### src/rtl/pair_pkg.sv
package pair_pkg;

  typedef enum logic [2:0] {
    CLS_SIMPLE  = 3'd0,
    CLS_SHIFT   = 3'd1,
    CLS_JUMP    = 3'd2,
    CLS_PUSH    = 3'd3,
    CLS_POP     = 3'd4,
    CLS_COMPLEX = 3'd5,
    CLS_FLOAT   = 3'd6
  } op_class_e;

  typedef enum logic [2:0] {
    WHY_NONE    = 3'd0,
    WHY_COMPLEX = 3'd1,
    WHY_FLOAT   = 3'd2,
    WHY_JUMP0   = 3'd3,
    WHY_SHIFT1  = 3'd4,
    WHY_DEPEND  = 3'd5,
    WHY_V_BUSY  = 3'd6,
    WHY_NO_SEC  = 3'd7
  } why_e;

  localparam int N_SLOTS = 2;

endpackage

### src/rtl/pair_slot_screen.sv
module pair_slot_screen
  import pair_pkg::*;
(
  input  logic [2:0] cls,
  input  logic       cbr,
  output logic       is_complex,
  output logic       is_float,
  output logic       is_jump,
  output logic       is_push,
  output logic       is_pop
);

  always_comb begin
    is_complex = (cls == CLS_COMPLEX);
    is_float   = (cls == CLS_FLOAT);
    is_jump    = (cls == CLS_JUMP) | cbr;
    is_push    = (cls == CLS_PUSH);
    is_pop     = (cls == CLS_POP);
  end

endmodule

### src/rtl/pair_dep_check.sv
module pair_dep_check #(
  parameter int NREG   = 8,
  parameter int SP_IDX = 4
) (
  input  logic [NREG-1:0] dst0,
  input  logic [NREG-1:0] src1,
  input  logic [NREG-1:0] dst1,
  input  logic            wf0,
  input  logic            rf1,
  input  logic            wf1,
  input  logic            br1,
  input  logic            same_stack,
  output logic            dep
);

  localparam logic [NREG-1:0] SP_BIT = {{(NREG-1){1'b0}}, 1'b1} << SP_IDX;

  logic [NREG-1:0] keep_mask;
  logic [NREG-1:0] overlap;
  logic            reg_hit;
  logic            flag_hit;

  always_comb begin
    keep_mask = same_stack ? ~SP_BIT : {NREG{1'b1}};
    overlap   = dst0 & (src1 | dst1) & keep_mask;
    reg_hit   = |overlap;
    flag_hit  = wf0 & ((rf1 & ~br1) | wf1);
    dep       = reg_hit | flag_hit;
  end

endmodule

### src/rtl/pair_select.sv
module pair_select
  import pair_pkg::*;
(
  input  logic                live,
  input  logic                v0,
  input  logic                v1,
  input  logic                u_rdy,
  input  logic                v_rdy,
  input  logic [N_SLOTS-1:0]  cpx,
  input  logic [N_SLOTS-1:0]  flt,
  input  logic                jmp0,
  input  logic [2:0]          cls1,
  input  logic                dep,
  output logic                take0,
  output logic                take1,
  output logic [2:0]          why
);

  why_e cause;

  always_comb begin
    if (cpx[0])                    cause = WHY_COMPLEX;
    else if (flt[0])               cause = WHY_FLOAT;
    else if (jmp0)                 cause = WHY_JUMP0;
    else if (!v1)                  cause = WHY_NO_SEC;
    else if (cpx[1])               cause = WHY_COMPLEX;
    else if (flt[1])               cause = WHY_FLOAT;
    else if (cls1 == CLS_SHIFT)    cause = WHY_SHIFT1;
    else if (dep)                  cause = WHY_DEPEND;
    else if (!v_rdy)               cause = WHY_V_BUSY;
    else                           cause = WHY_NONE;
  end

  always_comb begin
    take0 = live & v0 & u_rdy;
    take1 = take0 & (cause == WHY_NONE);
    why   = (take0 & ~take1) ? cause : WHY_NONE;
  end

endmodule

### src/rtl/pair_issue_ctl.sv
module pair_issue_ctl
  import pair_pkg::*;
#(
  parameter int NREG   = 8,
  parameter int SP_IDX = 4
) (
  input  logic            clk,
  input  logic            rst_n,
  input  logic            s0_valid,
  input  logic [2:0]      s0_cls,
  input  logic [NREG-1:0] s0_dst,
  input  logic            s0_wflags,
  input  logic            s0_cbr,
  input  logic            s1_valid,
  input  logic [2:0]      s1_cls,
  input  logic [NREG-1:0] s1_src,
  input  logic [NREG-1:0] s1_dst,
  input  logic            s1_rflags,
  input  logic            s1_wflags,
  input  logic            s1_cbr,
  input  logic            u_ready,
  input  logic            v_ready,
  output logic            take0,
  output logic            take1,
  output logic            u_valid,
  output logic            v_valid,
  output logic [2:0]      single_why
);

  // Reset: asserted asynchronously, released on the clock.
  logic rst_meta;
  logic rst_ok;

  always_ff @(posedge clk or negedge rst_n) begin
    if (!rst_n) begin
      rst_meta <= 1'b0;
      rst_ok   <= 1'b0;
    end else begin
      rst_meta <= 1'b1;
      rst_ok   <= rst_meta;
    end
  end

  // Per-slot class screening.
  logic [2:0]         cls_a [N_SLOTS];
  logic [N_SLOTS-1:0] cbr_a;
  logic [N_SLOTS-1:0] cpx;
  logic [N_SLOTS-1:0] flt;
  logic [N_SLOTS-1:0] jmp;
  logic [N_SLOTS-1:0] psh;
  logic [N_SLOTS-1:0] pop;

  assign cls_a[0] = s0_cls;
  assign cls_a[1] = s1_cls;
  assign cbr_a    = {s1_cbr, s0_cbr};

  for (genvar g = 0; g < N_SLOTS; g++) begin : g_screen
    pair_slot_screen u_screen (
      .cls        (cls_a[g]),
      .cbr        (cbr_a[g]),
      .is_complex (cpx[g]),
      .is_float   (flt[g]),
      .is_jump    (jmp[g]),
      .is_push    (psh[g]),
      .is_pop     (pop[g])
    );
  end

  logic same_stack;
  logic dep;

  assign same_stack = (psh[0] & psh[1]) | (pop[0] & pop[1]);

  pair_dep_check #(
    .NREG   (NREG),
    .SP_IDX (SP_IDX)
  ) u_dep (
    .dst0       (s0_dst),
    .src1       (s1_src),
    .dst1       (s1_dst),
    .wf0        (s0_wflags),
    .rf1        (s1_rflags),
    .wf1        (s1_wflags),
    .br1        (jmp[1]),
    .same_stack (same_stack),
    .dep        (dep)
  );

  logic [2:0] why_c;

  pair_select u_sel (
    .live  (rst_ok),
    .v0    (s0_valid),
    .v1    (s1_valid),
    .u_rdy (u_ready),
    .v_rdy (v_ready),
    .cpx   (cpx),
    .flt   (flt),
    .jmp0  (jmp[0]),
    .cls1  (s1_cls),
    .dep   (dep),
    .take0 (take0),
    .take1 (take1),
    .why   (why_c)
  );

  // Issue register stage: next-state and register processes.
  logic       u_q, v_q;
  logic [2:0] why_q;
  logic       u_nx, v_nx;
  logic [2:0] why_nx;
  logic       stage_en;

  always_comb begin
    u_nx     = take0;
    v_nx     = take1;
    why_nx   = why_c;
    stage_en = take0 | u_q;
  end

  always_ff @(posedge clk or negedge rst_ok) begin
    if (!rst_ok) begin
      u_q   <= 1'b0;
      v_q   <= 1'b0;
      why_q <= 3'd0;
    end else if (stage_en) begin
      u_q   <= u_nx;
      v_q   <= v_nx;
      why_q <= why_nx;
    end
  end

  assign u_valid    = u_q;
  assign v_valid    = v_q;
  assign single_why = why_q;

endmodule

### config.mk
export PLATFORM = sky130hd
export DESIGN_NAME = pair_issue_ctl
export DESIGN_NICKNAME = d
export VERILOG_FILES = /design/src/rtl/pair_pkg.sv /design/src/rtl/pair_slot_screen.sv /design/src/rtl/pair_dep_check.sv /design/src/rtl/pair_select.sv /design/src/rtl/pair_issue_ctl.sv
export SDC_FILE = /design/constraint.sdc
export NUM_CORES = 1
export LEC_CHECK = 0
export ABC_AREA = 1
export BUFFER_PORTS_ARGS = -buffer_cell sky130_fd_sc_hd__buf_2
export CAP_MARGIN = 30
export CORE_ASPECT_RATIO = 1.2
export CORE_MARGIN = 2
export CORE_UTILIZATION = 37
export CTS_CLUSTER_DIAMETER = 40
export DETAILED_ROUTE_END_ITERATION = 10
export PLACE_DENSITY_LB_ADDON = 0.05
export SYNTH_ARGS = -nofsm -noshare
export SYNTH_HDL_FRONTEND = slang
export SYNTH_SLANG_ARGS = --single-unit
### constraint.sdc
create_clock -name clk -period 1.21 [get_ports clk]
set_input_delay 0 -clock clk [delete_from_list [all_inputs] [get_ports clk]]
set_output_delay 0 -clock clk [all_outputs]
set_load 0.03 [all_outputs]
* After elaboration in Yosys (flattened, before gate mapping)
Cells that the tools add are included.
** Word-level totals
- Register bits after elaboration :: 7
- Input bits :: 41
- Output and inout port bits :: 7
- Logic and storage cells :: 48
** Operators by class
- Equality and inequality tests :: 11
- Muxes and demuxes :: 11
- Bitwise logic cells :: 19
- Reduce and logical (&&, ||, !) cells :: 2
** Operators with widths (count)
- $mux W3 :: 10
- $eq A3 B3 Y1 const B :: 6
- $and A8 B8 Y8 :: 2
- $eq A3 B2 Y1 const B :: 4
- $and A1 B1 Y1 :: 8
- $or A8 B8 Y8 :: 1
- $reduce_or A8 Y1 :: 1
- $or A1 B1 Y1 :: 6
- $mux W5 :: 1
- $eq A3 B1 Y1 const B :: 1
- $logic_not A3 Y1 :: 1
- $not A1 Y1 :: 2

* Depth between registers and ports, before layout
Gate-level depths: netlist of run 1.
- Depth after elaboration :: 20
- Mapped depth :: 12

* Cells and area by module
Synthesis of run 1 repeated with hierarchy kept, for this count alone.
** Unflattened totals
- Cell total of the unflattened synthesis :: 108
- Area, all modules :: 595.6 µm²
** Modules (own cells, without submodules)
- pair_issue_ctl :: times used 1, cells each 25, area each 250.2 µm², seq. area each 175.2 µm²
- pair_select :: times used 1, cells each 34, area each 147.6 µm², seq. area each 0.0 µm²
- pair_slot_screen :: times used 2, cells each 13, area each 50.0 µm², seq. area each 0.0 µm²
- pair_dep_check :: times used 1, cells each 23, area each 97.6 µm², seq. area each 0.0 µm²

* Worst setup path after synthesis of run 1
OpenSTA, ideal clock, no wires.
- Path type :: register to register
- Start :: reg rst_ok
- End :: reg why_q[2] (netlist: single_why[2])
- Setup time :: 0.083 ns
- Data arrival time :: 1.296 ns
- Required time :: 1.127 ns
- Path slack :: -0.169 ns
- Cell stages (with the launch flop) :: 7
- Buffers on the path :: 0
- Clock period less this slack :: 1.379 ns
- Cell sequence :: dfrtp_1 nand3_1 inv_1 or2_2 inv_1 nand2_1 o21ai_0
** Between the ends
- Longest elaborated chain between the ends :: 6
- Elaborated cells on any way between the ends :: 7
- Those cells by class :: mux: 1; bitwise: 6
** Ends and longest elaborated chain
- from (decl) :: line pair_issue_ctl.sv:32 : logic rst_ok;
- from (signal assigned) :: line pair_issue_ctl.sv:40 : rst_ok <= rst_meta;
- $and A1 B1 Y1 (*) (2 in a row) :: line pair_select.sv:35 : take0 = live & v0 & u_rdy;
- via take0 :: line pair_issue_ctl.sv:23 : output logic take0,
- $and A1 B1 Y1 :: line pair_select.sv:36 : take1 = take0 & (cause == WHY_NONE);
- $not A1 Y1 :: line pair_select.sv:37 : why = (take0 & ~take1) ? cause : WHY_NONE;
- $and A1 B1 Y1 :: line pair_select.sv:37
- $mux W3 :: line pair_select.sv:37
- to (signal assigned) :: line pair_issue_ctl.sv:129 : why_q <= why_nx;
- to (decl) :: line pair_issue_ctl.sv:109 : logic [2:0] why_q;
The timed path passes the listed nets; every way through them passes the cells marked *.
A chain may end at the register's enable or synchronous reset.

* Final worst setup path of run 1
- Start :: reg rst_ok
- End :: out take1
** Between the ends
- Longest elaborated chain between the ends :: 3
** Ends and longest elaborated chain
- $and A1 B1 Y1 (2 in a row) :: line pair_select.sv:35
- $and A1 B1 Y1 :: line pair_select.sv:36
- to (decl) :: line pair_issue_ctl.sv:24 : output logic take1,
No other way between the ends.

==> results of run 1 <==
critical path, delay by kind of cell, from the launching register on:
family                 cells  cell delay, ps
AO/OA/AOI/OAI              1             130
buffers and inverters      2             190
flip-flops                 1             380
AND/OR/NAND/NOR            2             170
cell usage after synthesis:
cell      number
o21a_1         1
nand3_2        2
nand3_1        9
nor2_4         1
o21bai_1       1
nand2_1       27
inv_2          1
o21ai_1        3
a21oi_2        1
nor3_2         1
dfrtp_1        7
nor2_1        15
nor4_2         1
conb_1         1
nand4_1        1
nor3_1         2
o21ai_0        3
or2_2          1
nand2_2        1
inv_1         19
worst max path at each step:
stage | from | endpoint | slack [ps] | depth (start not counted)
finish | rst_ok | take1 | 80 | 5
global route | s1_dst[7] | take1 | -70 | 13
CTS | rst_ok | single_why[2] | 30 | 6
detailed placement | s1_dst[6] | take1 | 8 | 13
global placement | s1_dst[6] | take1 | 30 | 13
floorplan | rst_ok | single_why[2] | 10 | 6
final cells by class:
type	count	area, µm²
Clock buffer	4	26.28
Fill cell	153	540.5
Inverter	20	75.07
Multi-Input combinational cell	71	365.4
Sequential cell	7	176.4
Tap cell	17	21.27
Timing Repair Buffer	49	259.0
report_power, final:
group          internal (W)  leakage, nW  switching, W
combinational      0.000105        0.466      0.000136
clock              0.000126       0.0150     0.0000877
sequential         0.000254       0.0883     0.0000101
total              0.000485        0.569      0.000234
through the flow:
stage / cell area [µm²] / total power [W]
6_report: 923.4 / 0.0007187
2_1_floorplan: 606.8 / 0.0003952
4_1_cts: 913.4 / 0.0007259
5_1_grt: 923.4 / 0.0007702
3_3_place_gp: 878.3 / 0.0005007
3_5_place_dp: 878.3 / 0.0005067
routing by layer:
metal,routed length (µm),vias to the layer above
met2,710,23
li1,-,412
met5,0,-
met4,19,0
met3,91,2
met1,573,309
cells by family after synthesis:
kind of cell	share of synthesized area [%]
AO/OA/AOI/OAI	9.071
buffers and inverters	12.66
flip-flops	29.54
other	0.6323
AND/OR/NAND/NOR	48.10
state kept, by name, summed over array words and instances, names as in the netlist:
register    count
rst_meta        1
rst_ok          1
single_why      3
v_valid         1
u_valid         1
what timing repair did:
item,4_1_cts,5_1_grt
buffers inserted,0,0
gates resized for setup,2,4
setup endpoints to repair,1,4
pin swaps,1,2
hold buffers,1,0
hold endpoints to repair,2,0
==> flow_summary.toml, run 1 <==
[worst_hold_path]
worst_hold_path_type = "primary input to register"
min_path_cells = 3
hp-start = "s0_valid"
endpoint_worst_hold = "u_valid"

[worst_setup_path]
critPathArrivalTime_ps = 1130
path_max_fanout = 5
setup.worst_path.start_class = "register"
worst-setup-path-type = "register to output port"
r2r.worst_path.cells = 6
crit_required_ps = 1210
rr_startpoint = "rst_ok"
critical_path.endpoint_type = "output port"
ff2ff_setup_slack_ps = 90
slowest_stage_cell_on_the_critical_path = "dfrtp_2"
critical_path.max_stage_delay_ps = 380
worstPathCellList = "nand3_4 -> a21oi_2 -> nand3_2 -> inv_1 -> buf_6"
rr_endpoint = "single_why[2]"

[clock_tree]
cts-htree-levels = 1
clk-insertion-delay-late_ps = 250
cts_inserted_buffers = 3
clkSinkCount = 7
worst_setup_hold_path_clk_slew_ps = 50
cts_root_buffer = "clkbuf_4"
max-clock-path-buffers = 2
clock_tree_from_tritoncts = "done"

[timing]
setup_skew_ps = 1.929
min_period_ps = 1130
finalCritPeriodShare_pct = 93.40
timing.fmax_mhz = 884.9
setup_viol = 0
maxSlewViolCount = 0
setup_repair_after_global_routing_missed_its_margin = "true"
setup_ws_ps = 79.91
timing.setup.tns_ps = 0
timing_hold_violations_final = 0
hold_slack_ps = 27.15

[drt]
drt-initial-drc-count = 4
antenna_left = 0
detail_route.wirelength_mm = 1.394
drc = 0
wire_per_inst_um = 8.298
dr.pass1.iters = 4
vias = 746
route.detailed.vias_per_inst = 4.440

[floorplanning]
die_height_um = 47.86
dieArea_mm2 = 0.001940
pin_count = 48
die-width_um = 40.55
core_mm2 = 0.001464
initial_utilization_pct = 40.51
row_count = 15

[placed_design]
dp_cells = 164
portBuffers = 47
place_congestion = 0.7419
dp_hpwl_mm = 1.243
place_worst_setup_slack_ps = 8.225

[global_route]
grt_pass1_vias = 646
track_usage_pct = 17.37
grt_max_degree = 7
grt-ovfl-total = 0
grt_antenna_before_repair = 0
groute.layer.met1.usage_pct = 17.56
globalRouteMet3Util_pct = 5.581
layer_with_the_highest_usage = "met2"
grt_first_pass_wirelength_mm = 2.290
met2_usage_pct = 32.38

[synthesis]
ys_seq_elements = 7
netlist.area_leader.share_pct = 29.54
syn-instance-count = 98
synthTopCellsByArea = "dfrtp_1 (30%), nand2_1 (17%), inv_1 (12%), nor2_1 (9.5%), nand3_1 (7.6%)"
synth.largest_area_cell = "dfrtp_1"
yosys_warnings = 0
synth_seq_area_share_pct = 29.54
synth_cell_type_count = 20
synth_fp_nets = 139
synth_area_um2 = 593.1
syn_avg_cell_area_um2 = 6.052

[finish]
n_antenna_cell = 0
final_nets = 193
area_delta_synth_final_pct = 55.70
layoutNonFillerInstCount = 168
layout_commonest_cell = "buf_2"
drive_above_1_share_pct = 44.37
final_util_pct = 63.08
mostFrequentLayoutCells = "buf_2 (46), nand2_1 (26), inv_1 (17)"

[power]
power_leakage_nw = 0.5690
vdd_ir_drop_max_uv = 620.5
p_per_area_mw_per_mm2 = 778.3

[flow_run]
maxCapViolations = 0

[status]
result_of_the_run = "finished clean"
(Power assumes the default switching activity.)
==> run 2: changes to the inputs <==
--- a/config.mk
+++ b/config.mk
@@ -10,7 +10,7 @@
 export CAP_MARGIN = 30
 export CORE_ASPECT_RATIO = 1.2
 export CORE_MARGIN = 2
-export CORE_UTILIZATION = 37
+export CORE_UTILIZATION = 34
 export CTS_CLUSTER_DIAMETER = 40
 export DETAILED_ROUTE_END_ITERATION = 10
 export PLACE_DENSITY_LB_ADDON = 0.05
==> constraint.sdc (replaced) <==
create_clock -name clk -period 1 [get_ports clk]
set_input_delay 0 -clock clk [delete_from_list [all_inputs] [get_ports clk]]
set_output_delay 0 -clock clk [all_outputs]
set_load 0.03 [all_outputs]
==> run 2 against run 1 <==
Compared with the run above:
- count of clock-buffer cells in the layout unchanged
- first-iteration DRC count increased by 100%
- via count rose by 6.6%
- critical path type unchanged
- sequential share of layout area fell by 3.2 points
- total power grew 32%
- the run now ends with setup timing left
==> flow_summary.toml, run 2 (same netlist as run 1, synthesis figures left out) <==
[power]
clock_power_share_pct = 28.5
power.switching_w = 0.0003196
intPower_w = 0.0006300
power_w = 0.0009496
vdd_ir_drop_max_uv = 579.9
p_per_area_mw_per_mm2 = 854.7
share_seq_of_total_power_pct = 33.7
combPwrFrac_pct = 37.8
power_leakage_nw = 0.6307
netSwitchingFraction_pct = 33.66

[finish]
fill_cells = 154
largest_register_ff_count = 3
n_antenna_cell = 0
final_nets = 203
layout_commonest_cell = "buf_2"
drive_above_1_share_pct = 54.66
mostFrequentLayoutCells = "buf_2 (40), nand2_1 (21), inv_1 (16)"
area_delta_synth_final_pct = 87.34

[worst_setup_path]
rr_endpoint = "v_valid"
critical_path.endpoint_type = "output port"
r2r.worst_path.cells = 6
slowest_stage_cell_on_the_critical_path = "dfrtp_2"
crit_required_ps = 1000
worst-setup-path-type = "register to output port"
wp_buf_inv = 2
setup.worst_path.start_class = "register"
critPathArrivalTime_ps = 1230
critical_path.max_stage_delay_ps = 390
rr_startpoint = "rst_ok"
worstPathCellList = "nand3_4 -> a21oi_4 -> nand3_4 -> inv_2 -> buf_6"
cp_delay_by_family_top = "flip-flops"
cp.depth = 5
ff2ff_setup_slack_ps = -100
cp_common_cell = "nand3_4"
path_max_fanout = 5

[clock_tree]
max-clock-path-buffers = 2
clkSinkCount = 7
cts_inserted_buffers = 3
clk-insertion-delay-late_ps = 260
cts-htree-levels = 1
worst_setup_hold_path_clk_slew_ps = 50
cts_root_buffer = "clkbuf_4"
clock_tree_from_tritoncts = "done"

[timing]
hold_slack_ps = 45.99
timing.setup.tns_ps = -625.3
setup_ws_ps = -226.7
timing_hold_violations_final = 0
maxSlewViolCount = 0
setup_repair_after_global_routing_missed_its_margin = "true"
timing.fmax_mhz = 815.2
setup_skew_ps = 0.1453
finalCritPeriodShare_pct = 122.7
min_period_ps = 1227
setup_viol = 6

[drt]
vias = 795
dr.pass1.iters = 4
route.detailed.vias_per_inst = 4.441
drc = 0
detail_route.wirelength_mm = 1.668
antenna_left = 0
drt-initial-drc-count = 8
wire_per_inst_um = 9.318

[floorplanning]
row_count = 16
pin_count = 48
die-width_um = 42.13
initial_utilization_pct = 36.13
dieArea_mm2 = 0.002096
die_height_um = 49.75
core_mm2 = 0.001642

[global_route]
track_usage_pct = 17.24
grt-ovfl-total = 0
grt_pass1_vias = 820
grt_max_degree = 6
grt_first_pass_wirelength_mm = 2.842
grt_antenna_before_repair = 0

[placed_design]
place_congestion = 0.7197
portBuffers = 47
dp_hpwl_mm = 1.264

[worst_hold_path]
worst_hold_path_type = "primary input to asynchronous set/reset pin"

[flow_run]
maxCapViolations = 0

[status]
violations = "setup timing"
result_of_the_run = "finished, violations left"
run 2: cell types whose count changed in the layout (fill, tap and decap cells not counted), moves of 2 or more:
cell / before / now
buf_2: 46 / 40
nor2_2: 1 / 3
nand2_1: 26 / 21
buf_6: 1 / 10
o21ai_1: 3 / 5
nor2_4: 1 / 3
nand2_2: 2 / 7
buf_4: 1 / 8
o21ai_0: 3 / 1
nor2_1: 14 / 10
run 2: metal layers:
layer  GRT usage [%]  vias to the layer above  wire length [µm]
met5               0                        -                 0
met4           7.813                        0                17
met3           4.762                        3                89
met2           32.03                       27               930
met1           17.57                      338               630
li1                -                      427                 -
run 2: stage by stage:
step           instance area, µm²  setup slack, ps  cells  utilization, %
3_5_place_dp                917.1           -214.6    169           55.87
4_1_cts                     994.7           -200.0    177           60.59
5_1_grt                      1111           -304.7    179           67.68
3_3_place_gp                917.1           -190.4    169           55.87
2_1_floorplan               614.3           -81.08     98               -
6_report                     1111           -226.7    179           67.68
run 2: power groups by stage:
stage / clock (W) / combinational [W] / sequential (W)
global route: 0.000294 / 0.000400 / 0.000323
global placement: 0 / 0.000302 / 0.000322
floorplan: 0 / 0.000119 / 0.000364
CTS: 0.000278 / 0.000320 / 0.000318
finish: 0.000270 / 0.000359 / 0.000320
detailed placement: 0 / 0.000305 / 0.000323
run 2: timing repair:
item,in CTS,in global routing
buffers inserted,3,2
setup endpoints to repair,6,6
endpoints found under the hold margin,2,0
gates cloned,0,0
pin swaps,2,7
hold buffers,1,0
gates resized for setup,6,26
run 2: final cells by class:
class                      count  area, µm²  area share, %
timing repair buffer          59      382.9          34.46
tap                           18      22.52          2.027
multi-input combinational     71      420.4          37.84
inverter                      20      82.58          7.432
sequential                     7      176.4          15.88
clock buffer                   4      26.28          2.365
run 2: how the worst max path moves through the flow:
stage | startpoint | to | slack (ps)
final | rst_ok | take1 | -230
after global routing | s1_dst[3] | take1 | -300
after CTS | rst_ok | take1 | -200
after detailed placement | s1_dst[7] | take1 | -210
after global placement | s1_dst[1] | take1 | -190
after floorplan | rst_ok | single_why[1] | -80
